$ cat src/rtl/spi_lb_pkg.sv
package spi_lb_pkg;

    typedef enum logic {
        XS_IDLE = 1'b0,
        XS_RUN  = 1'b1
    } xfer_state_e;

endpackage

$ cat src/rtl/spi_lb_sclk_gen.sv
module spi_lb_sclk_gen #(
    parameter int unsigned HALF_0 = 1,
    parameter int unsigned HALF_1 = 5,
    parameter int unsigned HALF_2 = 25,
    parameter int unsigned HALF_3 = 125
) (
    input  logic       clk,
    input  logic       rst_n,
    input  logic       run,
    input  logic [1:0] freq_sel,
    output logic       sclk,
    output logic       rise_now,
    output logic       fall_now
);

    localparam int unsigned HMAX01 = (HALF_0 > HALF_1) ? HALF_0 : HALF_1;
    localparam int unsigned HMAX23 = (HALF_2 > HALF_3) ? HALF_2 : HALF_3;
    localparam int unsigned HMAX   = (HMAX01 > HMAX23) ? HMAX01 : HMAX23;
    localparam int unsigned CNT_W  = $clog2(HMAX + 1);

    typedef struct packed {
        logic [CNT_W-1:0] cnt;
        logic             sclk;
        logic [1:0]       sel;
    } gen_t;

    gen_t g_d, g_q;
    logic [CNT_W-1:0] half_m1;

    always_comb begin
        case (g_q.sel)
            2'd0:    half_m1 = CNT_W'(HALF_0 - 1);
            2'd1:    half_m1 = CNT_W'(HALF_1 - 1);
            2'd2:    half_m1 = CNT_W'(HALF_2 - 1);
            default: half_m1 = CNT_W'(HALF_3 - 1);
        endcase
    end

    always_comb begin
        g_d      = g_q;
        rise_now = 1'b0;
        fall_now = 1'b0;
        if (!run) begin
            g_d.cnt  = '0;
            g_d.sclk = 1'b0;
            g_d.sel  = freq_sel;
        end else if (g_q.cnt == half_m1) begin
            g_d.cnt  = '0;
            g_d.sclk = ~g_q.sclk;
            rise_now = ~g_q.sclk;
            fall_now = g_q.sclk;
        end else begin
            g_d.cnt = g_q.cnt + 1'b1;
        end
    end

    always_ff @(posedge clk or negedge rst_n) begin
        if (!rst_n) g_q <= '0;
        else        g_q <= g_d;
    end

    assign sclk = g_q.sclk;

endmodule

$ cat src/rtl/spi_lb_xfer_core.sv
module spi_lb_xfer_core
    import spi_lb_pkg::*;
#(
    parameter int unsigned DATA_W = 8
) (
    input  logic              clk,
    input  logic              rst_n,
    input  logic              cs_n,
    input  logic              mosi,
    input  logic              start,
    input  logic              rx_arm,
    input  logic              tx_arm,
    input  logic [DATA_W-1:0] tx_data,
    input  logic              loopback,
    input  logic              rise_now,
    input  logic              fall_now,
    output logic              run,
    output logic              miso,
    output logic              rx_valid,
    output logic [DATA_W-1:0] rx_data,
    output logic              tx_done
);

    localparam int unsigned BIT_W = $clog2(DATA_W + 1);
    localparam int unsigned IDX_W = $clog2(DATA_W);

    typedef struct packed {
        xfer_state_e       st;
        logic [BIT_W-1:0]  bits;
        logic [DATA_W-1:0] rx_sh;
        logic [DATA_W-1:0] rx_data;
        logic [DATA_W-1:0] tx_hold;
        logic              rx_armed;
        logic              tx_armed;
        logic              miso;
        logic              rx_valid;
        logic              tx_done;
    } core_t;

    core_t c_d, c_q;
    logic [DATA_W-1:0] rx_next;
    logic [IDX_W-1:0]  out_idx;

    assign rx_next = {c_q.rx_sh[DATA_W-2:0], mosi};
    assign out_idx = IDX_W'(DATA_W - 1) - IDX_W'(c_q.bits);
    assign run     = (c_q.st == XS_RUN) && !cs_n;

    always_comb begin
        c_d          = c_q;
        c_d.rx_valid = 1'b0;
        c_d.tx_done  = 1'b0;
        if (c_q.st == XS_RUN) begin
            if (cs_n) begin
                c_d.st   = XS_IDLE;
                c_d.bits = '0;
                c_d.miso = 1'b0;
            end else if (rise_now) begin
                c_d.rx_sh = rx_next;
                c_d.bits  = c_q.bits + 1'b1;
                if (c_q.bits == BIT_W'(DATA_W - 1)) begin
                    if (c_q.rx_armed) begin
                        c_d.rx_data  = rx_next;
                        c_d.rx_valid = 1'b1;
                        c_d.rx_armed = 1'b0;
                    end
                    if (loopback) c_d.tx_hold = rx_next;
                end
            end else if (fall_now) begin
                if (c_q.bits == BIT_W'(DATA_W)) begin
                    c_d.st   = XS_IDLE;
                    c_d.bits = '0;
                    c_d.miso = 1'b0;
                    if (c_q.tx_armed) begin
                        c_d.tx_done  = 1'b1;
                        c_d.tx_armed = 1'b0;
                    end
                end else begin
                    c_d.miso = c_q.tx_hold[out_idx];
                end
            end
        end else begin
            if (tx_arm) begin
                c_d.tx_hold  = tx_data;
                c_d.tx_armed = 1'b1;
            end
            if (start && !cs_n) begin
                c_d.st   = XS_RUN;
                c_d.bits = '0;
                c_d.miso = c_d.tx_hold[DATA_W-1];
            end
        end
        if (rx_arm) c_d.rx_armed = 1'b1;
    end

    always_ff @(posedge clk or negedge rst_n) begin
        if (!rst_n) c_q <= '0;
        else        c_q <= c_d;
    end

    assign miso     = c_q.miso;
    assign rx_valid = c_q.rx_valid;
    assign rx_data  = c_q.rx_data;
    assign tx_done  = c_q.tx_done;

endmodule

$ cat src/rtl/spi_lb_top.sv
module spi_lb_top #(
    parameter int unsigned DATA_W = 8,
    parameter int unsigned HALF_0 = 1,
    parameter int unsigned HALF_1 = 5,
    parameter int unsigned HALF_2 = 25,
    parameter int unsigned HALF_3 = 125
) (
    input  logic              clk,
    input  logic              rst_n,
    input  logic [1:0]        freq_sel,
    input  logic              cs_n,
    input  logic              mosi,
    input  logic              start,
    input  logic              rx_arm,
    input  logic              tx_arm,
    input  logic [DATA_W-1:0] tx_data,
    input  logic              loopback,
    output logic              sclk,
    output logic              miso,
    output logic              rx_valid,
    output logic [DATA_W-1:0] rx_data,
    output logic              tx_done
);

    logic run;
    logic rise_now;
    logic fall_now;

    spi_lb_sclk_gen #(
        .HALF_0(HALF_0), .HALF_1(HALF_1), .HALF_2(HALF_2), .HALF_3(HALF_3)
    ) u_sclk_gen (
        .clk      (clk),
        .rst_n    (rst_n),
        .run      (run),
        .freq_sel (freq_sel),
        .sclk     (sclk),
        .rise_now (rise_now),
        .fall_now (fall_now)
    );

    spi_lb_xfer_core #(
        .DATA_W(DATA_W)
    ) u_core (
        .clk      (clk),
        .rst_n    (rst_n),
        .cs_n     (cs_n),
        .mosi     (mosi),
        .start    (start),
        .rx_arm   (rx_arm),
        .tx_arm   (tx_arm),
        .tx_data  (tx_data),
        .loopback (loopback),
        .rise_now (rise_now),
        .fall_now (fall_now),
        .run      (run),
        .miso     (miso),
        .rx_valid (rx_valid),
        .rx_data  (rx_data),
        .tx_done  (tx_done)
    );

endmodule

$ cat config.mk
export PLATFORM = sky130hd
export DESIGN_NAME = spi_lb_top
export DESIGN_NICKNAME = d
export VERILOG_FILES = /design/src/rtl/spi_lb_pkg.sv /design/src/rtl/spi_lb_sclk_gen.sv /design/src/rtl/spi_lb_xfer_core.sv /design/src/rtl/spi_lb_top.sv
export SDC_FILE = /design/constraint.sdc
export NUM_CORES = 1
export LEC_CHECK = 0
export BUFFER_PORTS_ARGS = -buffer_cell sky130_fd_sc_hd__buf_2
export CORE_UTILIZATION = 31
export CTS_BUF_LIST = sky130_fd_sc_hd__clkbuf_4 sky130_fd_sc_hd__clkbuf_8
export CTS_CLUSTER_DIAMETER = 40
export DETAILED_ROUTE_END_ITERATION = 8
export SKIP_CTS_REPAIR_TIMING = 1
export SYNTH_ARGS = -nofsm -noshare
export SYNTH_HDL_FRONTEND = slang
export SYNTH_SLANG_ARGS = --single-unit
$ cat constraint.sdc
create_clock -name clk -period 2.3 [get_ports clk]
set_input_delay 0.115 -clock clk [delete_from_list [all_inputs] [get_ports clk]]
set_output_delay 0.115 -clock clk [all_outputs]
set_load 0.02 [all_outputs]
-- After elaboration in Yosys (flattened, before gate mapping)
Index checks and enable logic that the tools add are counted.
- output and inout port bits: 12
- input port bits: 18
- word-level logic and storage cells: 97
- register bits: 43
- add/subtract/negate cells: 3
- reduce and logical (&&, ||, !) cells: 17
- mux-type cells: 42
- order comparisons: 1
- bitwise operators: 2
- eq/ne operators: 18
- operator list (kind ; number):
    2-to-1 mux 8 bit ; 4
    2-to-1 mux 5 bit ; 5
    2-to-1 mux 1 bit ; 21
    one-hot mux 7 bit (3 select lines) ; 1
    2-to-1 mux 9 bit ; 2
    != test 2 bit (second input constant) ; 8
    AND reduction 5 bit ; 3
    2-to-1 mux 10 bit ; 1
    2-to-1 mux 2 bit ; 5
    nonzero test 2 bit ; 5
    AND reduction 3 bit ; 3
    != test 4 bit (second input constant) ; 2
    AND reduction 4 bit ; 2
    adder 7 x 1 -> 7 bit (second input constant) ; 1
    equality test 7 bit ; 1
    2-to-1 mux 7 bit ; 1
    != test 3 bit (second input constant) ; 2
    adder 4 x 1 -> 4 bit (second input constant) ; 1
    equality test 4 x 3 -> 1 bit (second input constant) ; 1
    equality test 4 bit (second input constant) ; 1
    less-than comparator 3 x 4 -> 1 bit (second input constant) ; 1
    2-to-1 mux 4 bit ; 1
    binary-select mux 1 bit (select 3 bit) ; 1
    subtractor 3 bit (first input constant) ; 1
    other kinds (7) ; 9

-- Longest topological paths before layout
- depth in word-level cells: 10
- mapped depth: 9
- gate-level depth less buffers: 7

-- By module
A second synthesis with hierarchy kept.
- cells, all modules: 207
- area total of the unflattened synthesis: 2177.1 sq um
- modules (own cells, without submodules) (module ; cells each ; times used ; area an instance (sq um)):
    spi_lb_xfer_core ; 156 ; 1 ; 1662.8
    spi_lb_sclk_gen ; 51 ; 1 ; 514.2

-- Worst setup path after synthesis
No wires, ideal clock.
- path type: register to register
- start: register u_sclk_gen.g_q[1] in the netlist's numbering
- end: register u_core.c_q (netlist bit u_core.rx_data[0])
- setup slack: -0.003 ns
- cell stages (with the launch flop): 8
- arrival: 2.178 ns
- library setup time: 0.125 ns
- path buffers: 2
- path through: dfrtp_1 or4_4 a2111oi_4 and3_1 buf_4 and3_4 buf_12 mux2_4
- cells in the longest elaborated chain, start to end: 6
- elaborated cells between the ends (all ways): 8
- RTL lines (what ; RTL line ; RTL):
    start: declaration ; spi_lb_sclk_gen.sv:27 ; gen_t g_d, g_q;
    start signal: assignment ; spi_lb_sclk_gen.sv:59 ; else g_q <= g_d;
    equality test 2 bit, or another cell as far along ; spi_lb_sclk_gen.sv:31 ; case (g_q.sel)
    one-hot mux 7 bit (3 select lines) * ; spi_lb_sclk_gen.sv:31 ;
    equality test 7 bit * ; spi_lb_sclk_gen.sv:47 ; end else if (g_q.cnt == half_m1) begin
    2-to-1 mux 1 bit * ; spi_lb_sclk_gen.sv:47 ;
    2-to-1 mux 1 bit * ; spi_lb_sclk_gen.sv:43 ; if (!run) begin
    AND reduction 5 bit (no source line) * ; -- ;
    end signal: assignment ; spi_lb_xfer_core.sv:96 ; if (!rst_n) c_q <= '0;
    end signal: assignment ; spi_lb_xfer_core.sv:97 ; else c_q <= c_d;
    end: declaration ; spi_lb_xfer_core.sv:40 ; core_t c_d, c_q;
Every way passes the cells marked *; elsewhere a longest branch is shown, timed or not.
A chain may end at the register's enable or synchronous reset.

-- Final worst setup path
Ends and elaborated chain as after synthesis.

==> results.yml <==
clocking:
  tritoncts: "done"
  cts_sinks: 43
  clock_tree.htree_level_count: 2
  cts.root.buffer_cell: "clkbuf_8"
  cts.clk_slew.worst_paths_ps: 80
  worstSkewPairLatency_ps: 290
  number_of_buffers_inserted_during_clock_tree_synthesis: 5
  cts.path.max_buffers: 2
finish:
  layout-area-overhead-vs-synth_pct: 13.9
  final_design_area_no_fill_um2: 2390
  instances_no_fill: 289
  finish.net_count: 235
  multi_input_gate_area_in_the_final_layout_um2: 921
  layout.area.seq_um2: 1080
  final_layout_size_suffix_gt1_share_pct: 31.1
  fillCellCount: 656
  number_of_antenna_repair_diodes: 0
grt:
  track_usage_pct: 12.7
  first_global_vias: 1413
  antenna_found_initial: 0
  grt_max_degree: 44
  grt_pass1_wl_mm: 7.09
  globalRoute.totalOverflow: 0
floorplan:
  pin_count: 30
  core_area_um2: 6460
  die_area_um2: 7110
  die_w_um: 84.3
  start_util_pct: 32.5
  fp-row-count: 29
  die-height_um: 84.3
sta:
  final-max-slew-violation-count: 0
  grt_setup_unrepaired: "true"
  slew_headroom_pct: 35.8
  final_hold_viol_count: 43
  timing_worst_slew_pin_value_ps: 962
  setup-violations-final: 0
  fin_hold_ws_ps: -25.7
  clock.fmax_ghz: 0.445
  fin_crit_ps: 2250
  min_period_over_period_pct: 97.6
  final.setup_skew_ps: 8.32
detailed_routing:
  routed_vias: 1434
  drt.antenna.violating_nets: 0
  dr.pass1.iters: 6
  drt-vias-per-instance: 4.96
  drt_first_iter_violations: 65
  sum_of_routed_wire_length_over_all_layers_mm: 4.38
  drcViolationCount: 4
  routed_wire_length_per_instance_um: 15.2
logic_synthesis:
  synth.top_cell.area_share_pct: 51.2
  synth_xor_area_share_pct: 2.92
  synth_top_cell_by_area: "dfrtp_1"
  postSynthAreaPerCell_um2: 11.3
  warnings_synthesis: 0
  simple_gate_share_of_the_synthesized_area_pct: 14.0
  postSynth.topFlopCell: "dfrtp_1"
  synth-seq-area-share_pct: 51.2
  async_reset_ff_share_pct: 100
  post_synth_edffs: 0
  syn_std_cell_area_um2: 2100
  synth-compound-area-share_pct: 10.8
  synth_mux_area_share_pct: 12.1
  post_synth_inst_count: 186
  largest_family_of_logic_cells_by_synthesized_area: "simple AND/OR/NAND/NOR gates"
  most_area_consuming_cells_after_synthesis: "dfrtp_1 (51%), mux2_4 (5.7%), mux2_2 (3.8%)"
  synth-adder-area-share_pct: 2.38
  synth_cell_types: 38
  synth_fp_nets: 208
  ys_seq_elements: 43
worst_setup_path:
  req_time_crit_path_ps: 2470
  end_kind: "register"
  path_max_fanout: 5
  critPathKind: "register to register"
  worst-endpoint-arrival_ps: 2420
  element_type_at_the_critical_path_start: "register"
run:
  cap_violations: 0
pwr:
  power_density_nw_per_um2: 648
  irDropWorstVdd_v: 0.000310
  power_leakage_nw: 1.14
placed_design:
  number_of_port_buffers: 29
  hpwlAfterDp_mm: 2.94
  placed_cells: 282
  finalWeightedCongestion: 0.727
  post_dp_cell_area_um2: 2280
outcome:
  violated_checks: "DRC, hold timing"
  status: "complete, but fails checks"
worst_hold_path:
  hold_path_class: "input pin to async pin"
## sequential cells by signal (all words and copies together) (netlist names)
register	count
u_core.tx_done	1
u_core.miso	1
u_core.rx_valid	1
u_core.c_q	22
u_sclk_gen.sclk	1
u_core.rx_data	8
u_sclk_gen.g_q	9
## cell families (layout without fill, tap and decap cells)
| logic type | count (synthesis) | in the layout |
|---|---|---|
| buf+inv | 23 | 48 |
| compound gates | 33 | 33 |
| mux | 18 | 18 |
| xor+xnor | 7 | 7 |
| simple gates | 58 | 59 |
| flops | 43 | 43 |
| fa+ha+maj | 4 | 4 |
## final cells by class
| type | instances | share of cell area, % |
|---|---|---|
| timing repair buffer | 35 | 8.26 |
| sequential | 43 | 45.0 |
| inverter | 7 | 1.10 |
| clock buffer | 6 | 3.19 |
| multi-input combinational | 121 | 38.5 |
| tap | 77 | 4.03 |
## layout by cell type (no fill, tap or decap), types with 3 or more instances in the layout
cell type	instances
dfrtp_1	43
buf_2	29
nor2_1	19
a21oi_1	12
nand2_1	11
mux2_4	8
inv_1	7
nand3_1	7
mux2_2	7
o22ai_1	5
clkbuf_8	5
xor2_1	4
ha_1	4
buf_4	4
nor2b_1	3
xnor2_1	3
and3_4	3
a31oi_1	3
a22o_1	3
## synthesized netlist by cell type (4+ instances only)
library cell	n
a21oi_1	12
buf_4	9
dfrtp_1	43
ha_1	4
inv_1	7
mux2_2	7
mux2_4	8
nand2_1	11
nand3_1	7
nor2_1	19
o22ai_1	7
xor2_1	4
## report_power, final
part,internal [mW],switching (mW)
combinational,0.113,0.104
clock,0.215,0.240
sequential,0.814,0.0658
## stage by stage
stage	util [%]	hold WS (ps)	setup slack, ps	total power [mW]	setup TNS [ps]
floorplan	-	-181	-3.32	1.02	-26.6
global placement	35.2	315	89.7	1.10	0
detailed placement	35.2	318	53.1	1.11	0
CTS	36.4	12.4	29.1	1.56	0
global route	37.1	13.2	-27.0	1.64	-97.2
finish	37.1	-25.7	54.4	1.55	0
## worst paths after layout
kind,start,end,slack [ps],depth (start not counted)
worst max register to register,u_sclk_gen.g_q[1],u_core.rx_data[0],50,5
worst max-delay path,u_sclk_gen.g_q[1],u_core.rx_data[0],50,5
max in group asynchronous,rst_n,u_core.c_q[11],1720,1
worst min-delay path,rst_n,u_sclk_gen.g_q[0],-30,1
min in group clk,rx_arm,u_core.c_q[4],10,2
worst min register to register,u_sclk_gen.g_q[3],u_sclk_gen.g_q[3],490,1
## critical path, stage by stage, from the launching register on
cell and delay (ps):
dfrtp_1 410, or4_4 570, a2111oi_4 320, and3_4 260
and3_4 250, mux2_4 310
## metal layers
layer	up-vias	wire [µm]	GRT usage [%]
met3	5	181	3.54
met5	-	0	0
li1	698	-	-
met4	0	38	3.70
met1	703	2280	18.4
met2	28	1880	18.5
Power figures use the tool's default switching activity.
